===== config.mk =====
export PLATFORM = sky130hd
export DESIGN_NAME = cs_window_decoder
export DESIGN_NICKNAME = d
export VERILOG_FILES = /design/src/rtl/cs_dec_pkg.sv /design/src/rtl/cs_cfg_regs.sv /design/src/rtl/cs_window_match.sv /design/src/rtl/cs_select_arb.sv /design/src/rtl/cs_window_decoder.sv
export SDC_FILE = /design/constraint.sdc
export NUM_CORES = 1
export LEC_CHECK = 0
export BUFFER_PORTS_ARGS = -buffer_cell sky130_fd_sc_hd__buf_2
export CORE_ASPECT_RATIO = 1.1
export CORE_MARGIN = 4
export CORE_UTILIZATION = 60
export CTS_CLUSTER_DIAMETER = 200
export DETAILED_ROUTE_END_ITERATION = 10
export PLACE_DENSITY = 0.85
export SYNTH_ARGS = -nofsm -noshare
export SYNTH_HDL_FRONTEND = slang
export SYNTH_SLANG_ARGS = --single-unit

===== constraint.sdc =====
create_clock -name clk -period 5 [get_ports clk]
set_input_delay 1 -clock clk [delete_from_list [all_inputs] [get_ports clk]]
set_output_delay 1 -clock clk [all_outputs]
set_load 0.1 [all_outputs]

===== src/rtl/cs_dec_pkg.sv =====
package cs_dec_pkg;
  // register map layout: window stride and field offsets within a window
  localparam int unsigned WIN_STRIDE = 12;
  localparam int unsigned OFS_TAG    = 0;
  localparam int unsigned OFS_MASK   = 4;
  localparam int unsigned OFS_TIMING = 8;
  // bit positions within the mask register
  localparam int unsigned EN_BIT     = 0;
  localparam int unsigned LOCK_BIT   = 8;
endpackage


===== src/rtl/cs_cfg_regs.sv =====
module cs_cfg_regs
  import cs_dec_pkg::*;
#(
  parameter int unsigned NUM_WIN = 6,
  parameter int unsigned TAG_W   = 16,
  parameter int unsigned DATA_W  = 32,
  parameter int unsigned CFG_AW  = 7
) (
  input  logic                            clk,
  input  logic                            rst,
  input  logic                            cfg_we,
  input  logic [CFG_AW-1:0]               cfg_addr,
  input  logic [DATA_W-1:0]               cfg_wdata,
  output logic [NUM_WIN-1:0][TAG_W-1:0]   win_tag,
  output logic [NUM_WIN-1:0][TAG_W-1:0]   win_mask,
  output logic [NUM_WIN-1:0]              win_en,
  output logic [NUM_WIN-1:0]              win_lock
);
  localparam int unsigned TAG_LSB = DATA_W - TAG_W;

  // The timing word at OFS_TIMING is owned by the bus sequencer; not stored here.
  always_ff @(posedge clk) begin
    if (rst) begin
      win_tag  <= '0;
      win_mask <= '0;
      win_en   <= '0;
      win_lock <= '0;
    end else if (cfg_we) begin
      for (int w = 0; w < NUM_WIN; w++) begin
        if (cfg_addr == CFG_AW'(w * WIN_STRIDE + OFS_TAG)) begin
          win_tag[w] <= cfg_wdata[TAG_LSB +: TAG_W];
        end
        if (cfg_addr == CFG_AW'(w * WIN_STRIDE + OFS_MASK)) begin
          win_mask[w] <= cfg_wdata[TAG_LSB +: TAG_W];
          win_en[w]   <= cfg_wdata[EN_BIT];
          win_lock[w] <= cfg_wdata[LOCK_BIT];
        end
      end
    end
  end
endmodule


===== src/rtl/cs_window_match.sv =====
module cs_window_match #(
  parameter int unsigned TAG_W = 16
) (
  input  logic [TAG_W-1:0] addr_tag,
  input  logic [TAG_W-1:0] tag,
  input  logic [TAG_W-1:0] dont_care,
  input  logic             enable,
  output logic             hit
);
  logic [TAG_W-1:0] diff;

  always_comb begin
    diff = (addr_tag ^ tag) & ~dont_care;
    hit  = enable && (diff == '0);
  end
endmodule


===== src/rtl/cs_select_arb.sv =====
module cs_select_arb #(
  parameter int unsigned NUM_WIN = 6
) (
  input  logic               clk,
  input  logic               rst,
  input  logic               req_valid,
  input  logic               req_write,
  input  logic               catch_all,
  input  logic [NUM_WIN-1:0] hit,
  input  logic [NUM_WIN-1:0] lock,
  output logic [NUM_WIN-1:0] sel_q,
  output logic               miss_q,
  output logic               lock_err_q
);
  logic [NUM_WIN-1:0] winner;
  logic               found;
  logic               winner_locked;

  // lowest-numbered matching window takes the select
  always_comb begin
    winner = '0;
    found  = 1'b0;
    for (int i = 0; i < NUM_WIN; i++) begin
      if (hit[i] && !found) begin
        winner[i] = 1'b1;
        found     = 1'b1;
      end
    end
    winner_locked = |(winner & lock);
  end

  always_ff @(posedge clk) begin
    if (rst) begin
      sel_q      <= '0;
      miss_q     <= 1'b0;
      lock_err_q <= 1'b0;
    end else begin
      sel_q      <= '0;
      miss_q     <= 1'b0;
      lock_err_q <= 1'b0;
      if (req_valid) begin
        if (catch_all) begin
          sel_q <= NUM_WIN'(1);
        end else if (!found) begin
          miss_q <= 1'b1;
        end else if (req_write && winner_locked) begin
          lock_err_q <= 1'b1;
        end else begin
          sel_q <= winner;
        end
      end
    end
  end
endmodule


===== src/rtl/cs_window_decoder.sv =====
module cs_window_decoder #(
  parameter int unsigned NUM_WIN = 6,
  parameter int unsigned ADDR_W  = 32,
  parameter int unsigned TAG_W   = 16,
  parameter int unsigned DATA_W  = 32,
  parameter int unsigned CFG_AW  = 7
) (
  input  logic               clk,
  input  logic               rst,
  input  logic               cfg_we,
  input  logic [CFG_AW-1:0]  cfg_addr,
  input  logic [DATA_W-1:0]  cfg_wdata,
  input  logic               req_valid,
  input  logic               req_write,
  input  logic [ADDR_W-1:0]  req_addr,
  output logic [NUM_WIN-1:0] cs_sel,
  output logic               nohit_err,
  output logic               wp_err
);
  localparam int unsigned ADDR_TAG_LSB = ADDR_W - TAG_W;

  logic [NUM_WIN-1:0][TAG_W-1:0] win_tag;
  logic [NUM_WIN-1:0][TAG_W-1:0] win_mask;
  logic [NUM_WIN-1:0]            win_en;
  logic [NUM_WIN-1:0]            win_lock;
  logic [NUM_WIN-1:0]            win_hit;
  logic [TAG_W-1:0]              addr_tag;

  assign addr_tag = req_addr[ADDR_TAG_LSB +: TAG_W];

  cs_cfg_regs #(
    .NUM_WIN(NUM_WIN), .TAG_W(TAG_W), .DATA_W(DATA_W), .CFG_AW(CFG_AW)
  ) u_regs (
    .clk(clk), .rst(rst), .cfg_we(cfg_we), .cfg_addr(cfg_addr),
    .cfg_wdata(cfg_wdata), .win_tag(win_tag), .win_mask(win_mask),
    .win_en(win_en), .win_lock(win_lock)
  );

  for (genvar w = 0; w < NUM_WIN; w++) begin : g_win
    cs_window_match #(.TAG_W(TAG_W)) u_match (
      .addr_tag(addr_tag), .tag(win_tag[w]), .dont_care(win_mask[w]),
      .enable(win_en[w]), .hit(win_hit[w])
    );
  end

  cs_select_arb #(.NUM_WIN(NUM_WIN)) u_arb (
    .clk(clk), .rst(rst), .req_valid(req_valid), .req_write(req_write),
    .catch_all(!win_en[0]), .hit(win_hit), .lock(win_lock),
    .sel_q(cs_sel), .miss_q(nohit_err), .lock_err_q(wp_err)
  );
endmodule


==> Word-level counts from Yosys, hierarchy flattened <==
Cells that the tools add are included.
{ "word_totals": {"rom_bits": 0, "latchBits": 0, "ram_bits": 0, "memories": 0, "elab_cells": 118, "in_bits": 76, "register_bits": 212} }
{ "classes": {"multipliers": 0, "n_reduce_logical": 41, "div_mod_pow": 0, "magnitude_cmp": 0, "n_eq_ne": 11, "muxes": 16, "bitwise_logic": 22, "shifts": 0, "addsub": 0} }
{ "op_table": {"columns": ["cell", "count"], "rows": [
  ["16-bit AND", 6],
  ["16-bit logical NOT", 6],
  ["16-bit NOT", 6],
  ["16-bit XOR", 6],
  ["7-bit by 6-bit equality test with 1-bit output, second input constant", 5],
  ["2-bit AND reduction", 12],
  ["7-bit by 5-bit equality test with 1-bit output, second input constant", 3],
  ["1-bit two-way mux", 16],
  ["1-bit logical AND", 12],
  ["7-bit by 3-bit equality test with 1-bit output, second input constant", 1],
  ["7-bit by 4-bit equality test with 1-bit output, second input constant", 1],
  ["7-bit equality test, second input constant", 1],
  ["7-bit logical NOT", 1],
  ["6-bit AND", 1],
  ["6-bit OR reduction", 1],
  ["1-bit logical NOT", 5],
  ["5-bit OR reduction", 1],
  ["4-bit OR reduction", 1],
  ["1-bit NOT", 3],
  ["3-bit OR reduction", 1],
  ["2-bit OR reduction", 1]
]} }

==> Logic depth before layout (Yosys ltp) <==
Gate-level depths: netlist of the first run.
{ "logic_depth": {"ltp_word": 26, "ltp_mapped": 8, "depth_no_buf": 7} }

==> Hierarchy <==
Synthesis of the first run repeated with hierarchy kept, for this count alone.
{ "hier_totals": {"cells_unflattened": 929, "hier_area_um2": 9641.7} }
{ "by_module_without_submodules": {"columns": ["mod", "n_inst", "cells_each", "area_per_inst_um2", "seq_area_each_um2"], "rows": [
  ["cs_cfg_regs", 1, 712, 7942.6, 4083.9],
  ["cs_window_match", 6, 30, 222.7, 0.0],
  ["cs_select_arb", 1, 36, 359.1, 160.2],
  ["cs_window_decoder", 1, 1, 3.8, 0.0]
]} }

==> Least setup slack after synthesis of the first run <==
No wires, ideal clock.
{ "synth_timing": {"kind": "input to register", "from": "input port req_addr[29]", "to": "register u_arb.lock_err_q", "path_buffers": 1, "path_stages": 8, "arrival_ps": 2539, "setup_time_ps": 88, "path_slack_ps": 2373, "path_cell_list": "buf_6 > xnor2_1 > o22ai_1 > nor4_2 > nand3_1 > o311a_4 > o32ai_4 > nor4b_2"} }
{ "synth_between": {"elab_chain_len": 24, "elab_cells_between_ends": 51, "classes_between": "12 x mux; 14 x bitwise; 25 x reduce/logical"} }
{ "synth_rtl": {"columns": ["element", "line_no", "text"], "rows": [
  ["from (decl)", "cs_window_decoder.sv:15", "input logic [ADDR_W-1:0] req_addr,"],
  ["16-bit XOR", "cs_window_match.sv:13", "diff = (addr_tag ^ tag) & ~dont_care;"],
  ["16-bit AND", "cs_window_match.sv:13", null],
  ["16-bit logical NOT", "cs_window_match.sv:14", "hit = enable && (diff == '0);"],
  ["1-bit logical AND", "cs_window_match.sv:14", null],
  ["1-bit two-way mux", "cs_select_arb.sv:24", "if (hit[i] && !found) begin"],
  ["1-bit logical NOT", "cs_select_arb.sv:24", null],
  ["1-bit logical AND", "cs_select_arb.sv:24", null],
  ["1-bit two-way mux", "cs_select_arb.sv:24", null],
  ["(+8 left out)", null, null],
  ["1-bit two-way mux", "cs_select_arb.sv:24", null],
  ["1-bit logical NOT", "cs_select_arb.sv:24", null],
  ["1-bit logical AND", "cs_select_arb.sv:24", null],
  ["1-bit two-way mux", "cs_select_arb.sv:24", null],
  ["6-bit AND", "cs_select_arb.sv:29", "winner_locked = |(winner & lock);"],
  ["6-bit OR reduction", "cs_select_arb.sv:29", null],
  ["1-bit logical AND", "cs_select_arb.sv:46", "end else if (req_write && winner_locked) begin"],
  ["1-bit two-way mux", "cs_select_arb.sv:46", null],
  ["to (signal assigned)", "cs_select_arb.sv:36", "lock_err_q <= 1'b0;"],
  ["to (signal assigned)", "cs_select_arb.sv:40", "lock_err_q <= 1'b0;"],
  ["to (signal assigned)", "cs_select_arb.sv:47", "lock_err_q <= 1'b1;"],
  ["to (decl)", "cs_select_arb.sv:13", "output logic lock_err_q"]
]} }
Parallel ways exist; a longest one is shown, timed or not.
A chain may end at the register's enable or synchronous reset.

==> Final worst setup path of the first run <==
{ "layout_timing": {"from": "input port cfg_addr[1]", "to": "register u_regs.win_mask[84] (netlist name)"} }
{ "layout_between": {"elab_chain_len": 2} }
{ "layout_rtl": {"columns": ["element", "line_no", "text"], "rows": [
  ["from (decl)", "cs_window_decoder.sv:11", "input logic [CFG_AW-1:0] cfg_addr,"],
  ["7-bit equality test", "cs_cfg_regs.sv:33", "if (cfg_addr == CFG_AW'(w * WIN_STRIDE + OFS_MASK)) begin"],
  ["2-bit AND reduction (no line)", null, null],
  ["to (signal, indexed assignment)", "cs_cfg_regs.sv:34", "win_mask[w] <= cfg_wdata[TAG_LSB +: TAG_W];"],
  ["to (decl)", "cs_cfg_regs.sv:15", "output logic [NUM_WIN-1:0][TAG_W-1:0] win_mask,"]
]} }
Every way passes these cells.

==> run metrics, run 1 <==
reg-to-reg startpoint=u_regs.win_tag[52]$_SDFFE_PP0P_; XOR/XNOR share of the synthesized area=0.1015; maximum number of pins on one net before global-route repair=133; result of the run=complete, no violations; top cell family by delay on the critical path=simple AND/OR/NAND/NOR gates; power density relative to cell area=between 300 and 400 nW/um^2; sequential group share of total power=0.504; weighted congestion reported at the end of routability-driven placement=about 0.96; Final Non-Filler Cells=about 1.2k; main combinational cell family by area after synthesis=simple AND/OR/NAND/NOR gates; Clk Latency, worst-skew pair=0.51 ns; detail-routed net length per standard cell=just under 20 um; worst rel slew slack=0.1974; most common cell after layout, fill and taps aside=sky130_fd_sc_hd__dfxtp_1; net switching power figure=roughly 0.78 mW; Post-Syn Area per Cell=9.088 um^2; worst hold path type=reg2reg; share of the cycle needed by the critical path after routing=0.6460; cells on worst reg2reg path=7; synthesized-area fraction occupied by adder cells=0; commonest non-fill, non-tap cells in the layout=sky130_fd_sc_hd__dfxtp_1, sky130_fd_sc_hd__nand2_1, sky130_fd_sc_hd__nor2_1, sky130_fd_sc_hd__mux2i_1, sky130_fd_sc_hd__a21oi_1; count of placed standard cells including taps=1,189; Total GRT Usage=0.2693; share of synthesized flip-flops with an asynchronous set or reset=0; MaxCap Viol Count=0; kind of start point of the critical path=primary input; FILL cells=1,188; first-pass GRT wire length=37.82 mm; buffers added on ports=53; average via count per standard cell=5.864; clock input transition at the sequential cells of the worst setup and hold paths=0.06 ns; leakage power total=4.251 nW; global route overflow=0; number of antenna diodes=0; detailed-placement wirelength estimate=15.42 mm; detailed router's first-iteration violation count=816; endpoints failing hold=0; vias in the first global route=between 7k and 8k; area of the die=17,460 um^2; YS warnings=0; number of buffers created by CTS=21; clk root buf=sky130_fd_sc_hd__clkbuf_16; die span in x=126.3 um; Setup Fix Bufs, Post-CTS=0; vias after detailed routing=7,189; register area share after synthesis=0.4592; setup repair after global routing missed its margin=no; post-cts repair resize count=0; nets in the synthesized netlist=~1.1k; worst hold start=u_regs.win_mask[19]$_SDFFE_PP0P_; r2r setup slk=2.58 ns; row count=47; Clk network pwr share=0.436; area of all placed cells without fillers=9980 um^2; crit path max-delay cell type=sky130_fd_sc_hd__nand4_1; worst hold slack=approximately 0.45 ns; IO Pins=84; area growth from synthesis to final layout=7.973%; Post-synth top flop=sky130_fd_sc_hd__dfxtp_1; end of the worst register-to-register path=u_arb.sel_q[4]$_SDFF_PP0_; Min Clock Period, post-route=3.230 ns; area of the multi-input gates=~4600 um^2; Post-Place Cell Area=around 9400 um^2; compound-cell area share of the yosys netlist=0.09517; Clock Path Buffers=3; final-report max-slew violation count=0; number of instances in the synthesized netlist=1,017; peak fanout along the critical path=10; initial antenna violation count=0; worst vdd rail ir drop=0.0002252 V; number of levels in the clock H-tree=1; aggregate routed wire length=approximately 24 mm; maximum frequency from static timing analysis=0.3096 GHz; actual slew at the worst max-slew pin=1.200 ns; delay contributed by the slowest stage of the critical path=0.84 ns; simple-gate area share of the yosys netlist=0.1691; #FFs+latches synth=roughly 210; CP endpoint kind=register; number of nets in the layout=1,092; Hold Path Stages=2; Chip Height=138.2 um; WS Path Type=in2reg; number of nets with antenna violations after routing=0; worst clock skew=0.02032 ns; portion of netlist area occupied by mux cells=0.1278; combined area of all synthesized cells=~9200 um^2; Layout Utilization=0.6629; aggregate negative setup slack=0 ns; endpoint of the worst hold path=u_regs.win_mask[19]$_SDFFE_PP0P_; worst endpoint data arrival time=3.57 ns; Final Total Pwr=3.364 mW; Critical Path, Cell by Cell=buf_2, nor4_1, nand4_1, buf_4, mux2i_1, nor2_1; core area=15,050 um^2; combinational share of power=0.060; Hold Buf Count CTS=0; switching share of power=0.2330; CTS sink count=212; share of layout cells above drive strength 1=0.1097; design internal power=approximately 2.6 mW; setup violators final=0; number of enable-type register cells in the synthesized netlist=0; final worst-path setup slack=1.770 ns; dpl ws=between 1 and 1.5 ns; area taken by flip-flops and latches=4244 um^2; TritonRoute pass-1 iters=6; number of different library cells in the post-synthesis netlist=44; starting utilization of the core area=0.6139; worst endpoint required time=5.34 ns; CTS tree=done; number of buffer and inverter instances along the worst setup path=2; drc violations=0
synth_stat cells, drive strengths merged (2+ instances only):
cell     count  area (um^2)
dfxtp      212         4244
nand2      186        698.2
nor2       132        498.0
mux2i      118         1181
xnor2       96        938.4
a21oi       88        440.4
clkbuf      51        191.4
o22ai       41        269.0
buf         29        234.0
nand3        8        65.06
nor3         8        45.04
nor4         8        105.1
and3         6        37.54
o21ai        6        30.03
and2         4        25.03
a2111oi      3        30.03
inv          3        11.26
nand4        3        18.77
nor4b        2        23.77
o311a        2        32.53
layout make-up:
class | instances | share of cell area
Clock buffer | 34 | 0.06056
Clock inverter | 3 | 0.001881
Inverter | 3 | 0.001128
Multi-Input combinational cell | 722 | 0.4571
Sequential cell | 212 | 0.4253
Tap cell | 196 | 0.02457
Timing Repair Buffer | 56 | 0.02946
power groups by stage:
| stage | Combinational [mW] | Sequential [mW] | Clock, mW |
|---|---|---|---|
| after floorplan | 0.136 | 1.74 | 0 |
| after global placement | 0.195 | 1.73 | 0 |
| after detailed placement | 0.196 | 1.73 | 0 |
| after CTS | 0.197 | 1.70 | 1.48 |
| after global routing | 0.211 | 1.69 | 1.54 |
| final | 0.201 | 1.70 | 1.47 |
flip-flops by register name, summed over array words and instances, names as in the netlist:
| register | count |
|---|---|
| u_arb.sel_q | 6 |
| u_regs.win_en | 6 |
| u_arb.miss_q | 1 |
| u_regs.win_tag | 96 |
| u_regs.win_mask | 96 |
| u_arb.lock_err_q | 1 |
| u_regs.win_lock | 6 |
logic make-up after synthesis:
group / Yosys count
simple gates: 363
compound gates: 145
flops: 212
buf+inv: 83
xor+xnor: 96
mux: 118
layer usage:
layer / part of all wire / vias up / wire length (um) / GRT usage
li1: - / 3375 / - / -
met3: 0.076 / 92 / 1822 / 0.03858
met1: 0.40 / 3410 / 9481 / 0.3436
met4: 0.057 / 0 / 1374 / 0.1395
met2: 0.47 / 312 / 11240 / 0.4429
met5: 0 / - / 0 / 0
tightest hold or removal path: cells and delay by family, from the launching register on:
kind / cells / cell delay [ns]
AO/OA/AOI/OAI: 1 / 0.05
flip-flops: 1 / 0.31
AND/OR/NAND/NOR: 1 / 0.05
worst max-delay path by stage:
| stage | from | to | slack [ns] | cells past startpoint |
|---|---|---|---|---|
| final | cfg_addr[1] | u_regs.win_mask[84]$_SDFFE_PP0P_ | 1.77 | 6 |
| after CTS | cfg_addr[1] | u_regs.win_mask[84]$_SDFFE_PP0P_ | 1.89 | 6 |
| after global routing | cfg_addr[1] | u_regs.win_mask[88]$_SDFFE_PP0P_ | 1.69 | 6 |
| after detailed placement | cfg_addr[1] | u_regs.win_mask[84]$_SDFFE_PP0P_ | 1.38 | 6 |
| after floorplan | req_addr[29] | u_arb.lock_err_q$_SDFF_PP0_ | 2.37 | 8 |
| after global placement | cfg_addr[1] | u_regs.win_mask[87]$_SDFFE_PP0P_ | 1.53 | 6 |
No activity file was read; power rests on OpenSTA's default activity.
==> inputs of run 2 (changes only) <==
CORE_UTILIZATION = 54   (was 60)
PLACE_DENSITY = 0.81   (was 0.85)
clock period = 2.6 ns   (was 5 ns; I/O delays follow)
==> run 2 against run 1 <==
Effect of this change: combinational power rose by 110%; register-to-register slack worse by 2.2 ns; highest routed layer unchanged; final area is 5.5% higher; power increased by 110%; sequential share of layout area decreased by 2.2 points; cell count up 4.4%; largest cell class unchanged; critical endpoint is now u_arb.lock_err_q$_SDFF_PP0_.
==> run metrics, run 2 (same netlist as run 1, synthesis figures left out) <==
result of the run=complete, no violations; maximum frequency from static timing analysis=0.4507 GHz; average via count per standard cell=5.673; share of layout cells above drive strength 1=0.1500; final-report max-slew violation count=0; Clk Latency, worst-skew pair=0.50 ns; crit path max-delay cell type=sky130_fd_sc_hd__nor4_2; initial antenna violation count=3; grt met1 use=0.3209; number of buffer and inverter instances along the worst setup path=0; met2 global-route usage=0.3994; setup repair after global routing missed its margin=no; endpoints failing hold=0; share of the cycle needed by the critical path after routing=0.8535; CP endpoint kind=register; drc violations=0; leakage power total=4.553 nW; Layout Utilization=0.6358; Clock Path Buffers=3; global-route track usage on met3=0.04571; worst hold path type=in2reg; aggregate routed wire length=24.37 mm; worst vdd rail ir drop=0.0004565 V; kind of start point of the critical path=register; number of buffers created by CTS=22; TritonRoute pass-1 iters=6; first-pass GRT wire length=~38 mm; number of nets in the layout=between 1k and 1.5k; Total GRT Usage=0.2467; FILL cells=between 1k and 1.5k; WS Path Type=reg2reg; IO Pins=84; Final Total Pwr=6.996 mW; global route overflow=0; Chip Height=145.2 um; grt peak-use layer=met2; commonest non-fill, non-tap cells in the layout=sky130_fd_sc_hd__dfxtp_1, sky130_fd_sc_hd__nand2_1, sky130_fd_sc_hd__nor2_1, sky130_fd_sc_hd__mux2i_1, sky130_fd_sc_hd__a21oi_1; CTS sink count=212; detailed router's first-iteration violation count=roughly 700; CTS tree=done; clock input transition at the sequential cells of the worst setup and hold paths=0.06 ns; Final Non-Filler Cells=1,280; worst clock skew=0.008903 ns; actual slew at the worst max-slew pin=between 0.9 and 1 ns; peak fanout along the critical path=6; Critical Path, Cell by Cell=xnor2_1, o22ai_1, nor4_2, nand3_1, o311a_4, o32ai_4, nor4b_2; detailed-placement wirelength estimate=~16 mm; area of the die=about 19,000 um^2; setup violators final=0; most common cell after layout, fill and taps aside=sky130_fd_sc_hd__dfxtp_1; number of levels in the clock H-tree=1; post-cts repair resize count=0; worst endpoint data arrival time=2.63 ns; worst rel slew slack=0.3614; MaxCap Viol Count=0; Min Clock Period, post-route=between 2 and 2.5 ns; power density relative to cell area=664.8 nW/um^2; buffers added on ports=53; count of placed standard cells including taps=1,237; biggest regs=u_regs.win_mask x96, u_regs.win_tag x96; number of nets with antenna violations after routing=0; vias in the first global route=7,114; Setup Fix Bufs, Post-CTS=0; area growth from synthesis to final layout=13.86%; detail-routed net length per standard cell=19.04 um; starting utilization of the core area=0.5584; worst endpoint required time=approximately 3 ns; row count=49; maximum number of pins on one net before global-route repair=206; die span in x=roughly 130 um; weighted congestion reported at the end of routability-driven placement=0.8645; delay contributed by the slowest stage of the critical path=0.40 ns; clk root buf=sky130_fd_sc_hd__clkbuf_16; core area=16,550 um^2; vias after detailed routing=approximately 7.3k; worst hold slack=0.2699 ns; top cell family by delay on the critical path=simple AND/OR/NAND/NOR gates; Hold Buf Count CTS=0
==> run 2: worst min-delay path, delay by kind of cell <==
kind / cells / cell delay, ns
AO/OA/AOI/OAI: 1 / 0.04
buffers and inverters: 1 / 0.11
AND/OR/NAND/NOR: 1 / 0.06
==> run 2: path summary, 6_finish.rpt <==
path / start / end / slack [ns] / cells past startpoint
max: u_regs.win_tag[93]$_SDFFE_PP0P_ / u_arb.lock_err_q$_SDFF_PP0_ / 0.38 / 7
min: req_valid / u_arb.sel_q[0]$_SDFF_PP0_ / 0.27 / 3
min reg2reg: u_regs.win_mask[33]$_SDFFE_PP0P_ / u_regs.win_mask[33]$_SDFFE_PP0P_ / 0.46 / 2
max reg2reg: u_regs.win_tag[93]$_SDFFE_PP0P_ / u_arb.lock_err_q$_SDFF_PP0_ / 0.38 / 7
==> run 2: area by class of cell <==
type                            instances  area [um^2]  share of cell area
Tap cell                              204        255.2             0.02425
Timing Repair Buffer                   96        669.4             0.06361
Inverter                                3        11.26            0.001070
Sequential cell                       212         4244              0.4033
Clock inverter                          4        70.07            0.006658
Multi-Input combinational cell        722         4562              0.4335
Antenna cell                            3        7.507           0.0007134
Clock buffer                           36        704.4             0.06694
==> run 2: metrics by stage <==
step                setup slack (ns)     TNS, ns  area (um^2)
floorplan                     0.4535           0         9243
global placement          -0.0001092  -0.0001092         9742
detailed placement          -0.02208    -0.02208         9742
CTS                           0.3909           0        10520
global route                  0.2222           0        10520
finish                        0.3810           0        10520
==> run 2: where the power goes <==
group	switching, mW	leakage (nW)	total (mW)	internal [mW]
registers	0.00459	1.71	3.26	3.26
clock network	1.28	0.383	3.32	2.04
logic	0.272	2.46	0.417	0.145
==> run 2: metal layers <==
layer / vias to the layer above / wire length, um
li1: 3472 / -
met1: 3446 / 10080
met2: 290 / 11240
met3: 54 / 2018
met4: 0 / 1032
met5: - / 0
